**src/rtl/brt_pkg.sv**
```systemverilog
package brt_pkg;
   typedef enum logic [1:0] {
      CMD_ACT     = 2'b00,
      CMD_PRE     = 2'b01,
      CMD_ACC_AP  = 2'b10,
      CMD_PRE_ALL = 2'b11
   } cmd_kind_e;
endpackage

```
**src/rtl/brt_slot.sv**
```systemverilog
module brt_slot
   import brt_pkg::*;
#(
   parameter int CS_W   = 3,
   parameter int BANK_W = 2,
   parameter int ROW_W  = 14,
   parameter int IDX    = 0
) (
   input  logic              clk,
   input  logic              rst_n,
   input  logic              cmd_valid,
   input  logic [1:0]        cmd_kind,
   input  logic [CS_W-1:0]   cmd_cs,
   input  logic [BANK_W-1:0] cmd_bank,
   input  logic [ROW_W-1:0]  cmd_row,
   output logic              open_o,
   output logic [CS_W-1:0]   cs_o,
   output logic [ROW_W-1:0]  row_o
);
   localparam logic [BANK_W-1:0] MY_BANK = BANK_W'(IDX);

   logic sel;
   logic owner;

   assign sel   = (cmd_bank == MY_BANK);
   assign owner = sel && (cmd_cs == cs_o);

   always_ff @(posedge clk) begin
      if (!rst_n) begin
         open_o <= 1'b0;
         cs_o   <= '0;
         row_o  <= '0;
      end else if (cmd_valid) begin
         unique case (cmd_kind_e'(cmd_kind))
            CMD_ACT: begin
               if (sel) begin
                  open_o <= 1'b1;
                  cs_o   <= cmd_cs;
                  row_o  <= cmd_row;
               end
            end
            CMD_PRE, CMD_ACC_AP: begin
               if (owner) open_o <= 1'b0;
            end
            CMD_PRE_ALL: open_o <= 1'b0;
            default: ;
         endcase
      end
   end
endmodule

```
**src/rtl/brt_decide.sv**
```systemverilog
module brt_decide #(
   parameter int CS_W    = 3,
   parameter int BANK_W  = 2,
   parameter int ROW_W   = 14,
   parameter int ENTRIES = 4
) (
   input  logic                           clk,
   input  logic                           rst_n,
   input  logic                           req_valid,
   input  logic [CS_W-1:0]                req_cs,
   input  logic [BANK_W-1:0]              req_bank,
   input  logic [ROW_W-1:0]               req_row,
   input  logic                           req_ap,
   input  logic [ENTRIES-1:0]             open_vec,
   input  logic [ENTRIES-1:0][CS_W-1:0]   cs_vec,
   input  logic [ENTRIES-1:0][ROW_W-1:0]  row_vec,
   output logic                           rsp_valid,
   output logic                           rsp_hit,
   output logic                           rsp_conflict,
   output logic                           rsp_closed,
   output logic                           rsp_ap,
   output logic [CS_W-1:0]                rsp_pre_cs
);
   logic            slot_open;
   logic            tag_same;
   logic [CS_W-1:0] slot_cs;

   always_comb begin
      slot_open = open_vec[req_bank];
      slot_cs   = cs_vec[req_bank];
      tag_same  = (slot_cs == req_cs) && (row_vec[req_bank] == req_row);
   end

   always_ff @(posedge clk) begin
      if (!rst_n) begin
         rsp_valid    <= 1'b0;
         rsp_hit      <= 1'b0;
         rsp_conflict <= 1'b0;
         rsp_closed   <= 1'b0;
         rsp_ap       <= 1'b0;
         rsp_pre_cs   <= '0;
      end else begin
         rsp_valid    <= req_valid;
         rsp_hit      <= req_valid && slot_open && tag_same;
         rsp_conflict <= req_valid && slot_open && !tag_same;
         rsp_closed   <= req_valid && !slot_open;
         rsp_ap       <= req_valid && req_ap;
         rsp_pre_cs   <= (req_valid && slot_open && !tag_same) ? slot_cs : '0;
      end
   end
endmodule

```
**src/rtl/bank_row_tracker.sv**
```systemverilog
module bank_row_tracker #(
   parameter int CS_W   = 3,
   parameter int BANK_W = 2,
   parameter int ROW_W  = 14
) (
   input  logic              clk,
   input  logic              rst_n,
   input  logic              req_valid,
   input  logic [CS_W-1:0]   req_cs,
   input  logic [BANK_W-1:0] req_bank,
   input  logic [ROW_W-1:0]  req_row,
   input  logic              req_ap,
   input  logic              cmd_valid,
   input  logic [1:0]        cmd_kind,
   input  logic [CS_W-1:0]   cmd_cs,
   input  logic [BANK_W-1:0] cmd_bank,
   input  logic [ROW_W-1:0]  cmd_row,
   output logic              rsp_valid,
   output logic              rsp_hit,
   output logic              rsp_conflict,
   output logic              rsp_closed,
   output logic              rsp_ap,
   output logic [CS_W-1:0]   rsp_pre_cs,
   output logic              any_open
);
   localparam int ENTRIES = 1 << BANK_W;

   if (ROW_W < 1 || ROW_W > 14) begin : g_bad_row
      $error("bank_row_tracker: ROW_W must be 1..14");
   end
   if (BANK_W < 1 || BANK_W > 3) begin : g_bad_bank
      $error("bank_row_tracker: BANK_W must be 1..3");
   end
   if (CS_W < 1 || CS_W > 3) begin : g_bad_cs
      $error("bank_row_tracker: CS_W must be 1..3");
   end

   logic [ENTRIES-1:0]            open_vec;
   logic [ENTRIES-1:0][CS_W-1:0]  cs_vec;
   logic [ENTRIES-1:0][ROW_W-1:0] row_vec;

   for (genvar i = 0; i < ENTRIES; i++) begin : g_slot
      brt_slot #(
         .CS_W(CS_W), .BANK_W(BANK_W), .ROW_W(ROW_W), .IDX(i)
      ) i_slot (
         .clk(clk), .rst_n(rst_n),
         .cmd_valid(cmd_valid), .cmd_kind(cmd_kind), .cmd_cs(cmd_cs),
         .cmd_bank(cmd_bank), .cmd_row(cmd_row),
         .open_o(open_vec[i]), .cs_o(cs_vec[i]), .row_o(row_vec[i])
      );
   end

   brt_decide #(
      .CS_W(CS_W), .BANK_W(BANK_W), .ROW_W(ROW_W), .ENTRIES(ENTRIES)
   ) i_decide (
      .clk(clk), .rst_n(rst_n),
      .req_valid(req_valid), .req_cs(req_cs), .req_bank(req_bank),
      .req_row(req_row), .req_ap(req_ap),
      .open_vec(open_vec), .cs_vec(cs_vec), .row_vec(row_vec),
      .rsp_valid(rsp_valid), .rsp_hit(rsp_hit), .rsp_conflict(rsp_conflict),
      .rsp_closed(rsp_closed), .rsp_ap(rsp_ap), .rsp_pre_cs(rsp_pre_cs)
   );

   assign any_open = |open_vec;
endmodule

```
**config.mk**
```make
export PLATFORM = sky130hd
export DESIGN_NAME = bank_row_tracker
export DESIGN_NICKNAME = d
export VERILOG_FILES = /design/src/rtl/brt_pkg.sv /design/src/rtl/brt_slot.sv /design/src/rtl/brt_decide.sv /design/src/rtl/bank_row_tracker.sv
export SDC_FILE = /design/constraint.sdc
export NUM_CORES = 1
export LEC_CHECK = 0
export BUFFER_PORTS_ARGS = -buffer_cell sky130_fd_sc_hd__buf_4
export CORE_MARGIN = 2
export CORE_UTILIZATION = 60
export CTS_BUF_LIST = sky130_fd_sc_hd__clkbuf_2
export CTS_CLUSTER_SIZE = 40
export DETAILED_ROUTE_END_ITERATION = 10
export HOLD_SLACK_MARGIN = 0.06
export PLACE_DENSITY = 0.84
export SETUP_SLACK_MARGIN = 0.4
export SLEW_MARGIN = 10
export SYNTH_ARGS = -nofsm -noshare
export SYNTH_HDL_FRONTEND = slang
export SYNTH_SLANG_ARGS = --single-unit
```
**constraint.sdc**
```tcl
create_clock -name clk -period 6.4 [get_ports clk]
set_clock_uncertainty 0.15 [all_clocks]
set_input_delay 1.6 -clock clk [delete_from_list [all_inputs] [get_ports clk]]
set_output_delay 1.6 -clock clk [all_outputs]
set_load 0.01 [all_outputs]
```
== Yosys cells after proc, flatten, opt, wreduce, memory -nomap -nowiden ==
Cells that the tools add are included.

* Magnitude comparators: 1
* Equal/unequal tests: 20
* Muxes and demuxes: 18
* Reductions and logical operators: 25

{| class="wikitable"
|+ Operators with widths
! kind !! number
|-
| $bmux 14 s2 || 1
|-
| $reduce_and 3->1 || 8
|-
| $ne 2x1->1 const B || 8
|-
| $eq 3x3->1 || 5
|-
| $eq 14x14->1 || 1
|-
| $mux 14 || 1
|-
| $pmux 1 s3 || 4
|-
| $logic_and 1x1->1 || 10
|-
| $mux 1 || 9
|-
| $eq 2x2->1 const B || 4
|-
| $bmux 3 s2 || 1
|-
| $eq 2x1->1 const B || 2
|-
| $logic_not 2->1 || 2
|-
| $reduce_or 4->1 || 1
|-
| $lt 2x3->1 const B || 1
|-
| $mux 3 || 1
|-
| $bmux 1 s2 || 1
|-
| $logic_not 1->1 || 2
|-
| $reduce_and 2->1 || 1
|-
| $reduce_or 2->1 || 1
|}

* Flip-flop bits (word level): 80
* Word-level logic and storage cells: 82
* Output and inout port bits: 9

== Depth between registers and ports, before layout ==
* Depth in word-level cells: 7
* Gate-level depth with buffers: 9
* Gate-level depth less buffers: 6

== Hierarchy ==
A second synthesis with hierarchy kept.

* Cell total of the unflattened synthesis: 429
* Area total of the unflattened synthesis: 4196.5 um^2

{| class="wikitable"
|+ Modules (own cells, without submodules)
! module !! sequential area each (um^2) !! instances !! cells each !! area each (um^2)
|-
| brt_slot at g_slot[1].i_slot ... || 360.3 || 2 || 91 || 828.3
|-
| brt_decide || 160.2 || 1 || 65 || 912.1
|-
| brt_slot at g_slot[3].i_slot || 360.3 || 1 || 91 || 854.6
|-
| brt_slot at g_slot[0].i_slot || 360.3 || 1 || 90 || 765.7
|-
| bank_row_tracker || 0.0 || 1 || 1 || 7.5
|}

== Worst setup path before layout ==
No wires, ideal clock.

* Path type: input-to-reg
* From: input port req_bank[0]
* To: register i_decide.rsp_conflict
* Buffers on the path: 2
* Arrival: 3133 ps
* Path slack: 2979 ps
* Setup time: 138 ps
* Stages: 7
* Required time: 6112 ps
* Cells stage by stage: buf_2 > buf_2 > mux4_2 > xnor2_1 > nand4_1 > nor4_4 > a21boi_0

* Word-level cells in the longest chain between the ends: 6
* Elaborated cells between the ends (all ways): 12
* Those cells by class: 2 x eq/ne; 6 x mux; 4 x reduce/logical

{| class="wikitable"
|+ Ends and longest elaborated chain
! what !! RTL line !! text
|-
| start, declared || bank_row_tracker.sv:10 || <nowiki>input logic [BANK_W-1:0] req_bank,</nowiki>
|-
| $bmux 14 s2 or $bmux 3 s2 (tied branches) || brt_decide.sv:31, brt_decide.sv:30 ||
|-
| $mux 14 (not written as such) or $mux 3 (tied branches) || brt_decide.sv:31, brt_decide.sv:30 ||
|-
| $eq 14x14->1 or $eq 3x3->1 (tied branches) || brt_decide.sv:31 || <nowiki>tag_same = (slot_cs == req_cs) && (row_vec[req_bank] == req_row);</nowiki>
|-
| $logic_and 1x1->1 || brt_decide.sv:31 ||
|-
| $logic_not 1->1 || brt_decide.sv:45 || <nowiki>rsp_conflict <= req_valid && slot_open && !tag_same;</nowiki>
|-
| $logic_and 1x1->1 (*) || brt_decide.sv:45 ||
|-
| end signal, assigned || brt_decide.sv:45 ||
|-
| end, declared || brt_decide.sv:19 || <nowiki>output logic rsp_conflict,</nowiki>
|}

Mark *: on every way between the ends. The rest lies on a longest branch, timed or not. The select of a mux whose other input is x is not followed.
A chain may end at the register's enable or synchronous reset.

== Worst setup path after layout ==
* From: register g_slot[0].i_slot.open_o
* To: output port any_open

* Word-level cells in the longest chain between the ends: 1

{| class="wikitable"
|+ Ends and longest elaborated chain
! what !! RTL line !! text
|-
| start, declared || brt_slot.sv:16 || <nowiki>output logic open_o,</nowiki>
|-
| start signal, assigned || brt_slot.sv:30 || <nowiki>open_o <= 1'b0;</nowiki>
|-
| start signal, assigned || brt_slot.sv:37 || <nowiki>open_o <= 1'b1;</nowiki>
|-
| start signal, assigned || brt_slot.sv:43 || <nowiki>if (owner) open_o <= 1'b0;</nowiki>
|-
| $reduce_or 4->1 || bank_row_tracker.sv:64 || <nowiki>assign any_open = |open_vec;</nowiki>
|-
| end, declared || bank_row_tracker.sv:24 || <nowiki>output logic any_open</nowiki>
|}

No other way between the ends.

==> flow_metrics.tcl <==
set metrics [dict create \
    status "complete, no violations" \
    core_area_mm2 0.00599 \
    yosys.cell_types.count 24 \
    dr.pass1.iters 5 \
    clock_tree.buffer_depth 2 \
    fin_total_pwr_mw 0.889 \
    die_height_um 83.1 \
    timing.max_cap.violations 0 \
    commonest_cells_in_the_synthesized_netlist "nand2_1 (145), dfxtp_1 (80), a21boi_0 (69)" \
    grt.overflow.total 0 \
    h_tree_lvls 3 \
    max_slew.worst_pin.slew_ps 949 \
    vdd_drop_max_v 0.000143 \
    route.vias.total 3023 \
    setup_violations 0 \
    gr-usage-all-layers 0.268 \
    cts_buffers 9 \
    finalMaxSlewViolations 0 \
    cts_tree "built" \
    globalplace.congestion 0.824 \
    synth-seq-area-share 0.427 \
    total_leakage_power_nw 1.58 \
    slowest_cell_on_the_critical_path "or4_1" \
    dominantRegCellSynth "dfxtp_1" \
    yosys.area.top_type_share 0.427 \
    grt_antenna_before_repair 0 \
    hold_ws_ps 328 \
    top_level_ports 54 \
    yosysTopAreaCell "dfxtp_1" \
    maxSlewHeadroom 0.366 \
    post-synth-top-count-cell "nand2_1" \
    antennaDiodeCount 0 \
    class_of_the_tightest_hold_or_removal_check "register to register" \
    post-route-drc-count 0 \
    number_of_cells_produced_by_synthesis 409 \
    finalWorstPathRequiredPeriod_ps 3260 \
    number_of_buffers_inserted_by_post_cts_setup_repair 0 \
    drt_first_iter_violations 227 \
    fin_tns_setup_ps 0 \
    hpwl_mm 5.78 \
    worst_path_largest_cell_delay_ps 510 \
    final_nets 494 \
    flow.area_growth_from_synthesis_pct 13.8 \
    post-route-util 0.712 \
    number_of_global_route_vias_before_repair 2987 \
    post_drt_via_cell_ratio 5.74 \
    critPathLaunchType "register" \
    crit_buf_inv 1 \
    placement_rows 28 \
    place.detailed.instances 512 \
    grt_start_max_net_pins 75 \
    critical_path.max_fanout 3 \
    cts_resized 0 \
    power.density_cell_area_mw_per_mm2 208 \
    endpoint_kind "output pin" \
    drtAntennaViolNets 0 \
    insertion_delay_ps 500 \
    timing.critical_path.required_ps 4650 \
    ctsHoldBuffers 0 \
    grt_setup_unrepaired "no" \
    floorplan.die.width_um 83.1 \
    cpLargestDelayFamily "simple AND/OR/NAND/NOR gates" \
    mappedNetlistArea_mm2 0.00375 \
    ys_seq_elements 80 \
    clkSinkCount 80 \
    yosys-top-cells-area "dfxtp_1 (43%), nand2_1 (15%), a21boi_0 (14%)" \
    cp_cell_sequence "or4_1 > buf_4" \
    routed_wirelength_mm 8.79 \
    die_area_mm2 0.00690 \
    layout-drive-gt1-share 0.208 \
    start_util 0.626 \
    mappedNetlistNets 455 \
    grt_first_pass_wirelength_mm 14.7 \
    fillers 482 \
    final_hold_vios 0 \
    number_of_enable_flip_flop_cells_after_synthesis 0 \
    finished_layout_cell_area_mm2 0.00427 \
    place_ws_ps 2690 \
    yosysWarnings 0 \
    timing.critical_path.arrival_ps 1510 \
    fin_crit_sh 0.510 \
    synthArstFlopShare 0 \
    timing.final.ws_setup_ps 3140 \
    cts.reportedPaths.clkPinSlew_ps 190 \
    maxClockFrequency_ghz 0.306 \
    path_class "register to output pin" \
    place_area_mm2 0.00414 \
    detail_route.wl_per_cell_um 16.7 \
    io_buffers 53 \
    cts-root-buf "clkbuf_2" \
    final-instance-count-excl-fill 527 \
    synth.avg_cell_area_um2 9.17 \
]
## layer usage
metal | GRT usage | wire length (um) | up-vias
met3 | 0.0676 | 588 | 12
met4 | 0.0864 | 138 | 0
met5 | 0 | 0 | -
met1 | 0.337 | 3670 | 1436
li1 | - | - | 1458
met2 | 0.454 | 4390 | 117
## final cells by class
cell class,count,area [um2],share of cell area
tap,75,93.8,0.0220
sequential,80,1600,0.375
inverter,2,7.51,0.00176
clock inverter,5,72.6,0.0170
timing repair buffer,56,420,0.0985
clock buffer,10,50.0,0.0117
multi-input combinational,299,2020,0.474
## power breakdown
group          leakage (nW)  internal [mW]  switching, mW
Clock                0.0768          0.126          0.159
Sequential            0.646          0.506        0.00413
Combinational         0.853         0.0463         0.0472
Total                  1.58          0.678          0.211
## state kept, by name (all words and copies together), names as in the netlist
name                   flops
g_slot.i_slot.cs_o        12
g_slot.i_slot.open_o       4
g_slot.i_slot.row_o       56
i_decide.rsp_ap            1
i_decide.rsp_closed        1
i_decide.rsp_conflict      1
i_decide.rsp_hit           1
i_decide.rsp_pre_cs        3
i_decide.rsp_valid         1
## cell usage in the layout, fill, tap and decap left out, types with 3 or more instances in the layout
master    count
o221a_2       4
mux4_2       14
nor2_1        7
buf_4        56
mux4_1        4
dfxtp_1      80
xnor2_1      12
clkbuf_2     10
a21oi_1       3
nand2_1     145
xor2_1       17
nand4_1       4
or2_2         4
o41ai_1       4
a21boi_0     69
## worst min-delay path, cell delays in order (launching register included)
cell and delay [ps]:
dfxtp_1 350, nand2_1 40, a21boi_0 60
## worst paths after layout
check | from | endpoint | slack [ps] | cells past startpoint
setup reg to reg | g_slot[2].i_slot.row_o[4]$_SDFFE_PN0P_ | i_decide.rsp_hit$_SDFF_PN0_ | 4310 | 5
hold / removal | g_slot[1].i_slot.row_o[12]$_SDFFE_PN0P_ | g_slot[1].i_slot.row_o[12]$_SDFFE_PN0P_ | 330 | 2
hold reg to reg | g_slot[1].i_slot.row_o[12]$_SDFFE_PN0P_ | g_slot[1].i_slot.row_o[12]$_SDFFE_PN0P_ | 330 | 2
setup / recovery | g_slot[0].i_slot.open_o$_SDFFE_PN0P_ | any_open | 3140 | 2
## logic make-up (layout without fill, tap and decap cells)
group           count (synthesis)  after routing  synth area share
mux                            18             18             0.112
xor+xnor                       29             29            0.0677
compound gates                 80             80             0.163
fa+ha+maj                       1              1           0.00334
flops                          80             80             0.427
simple gates                  171            171             0.192
buf+inv                        30             73            0.0347
No activity file was read; power rests on OpenSTA's default activity.
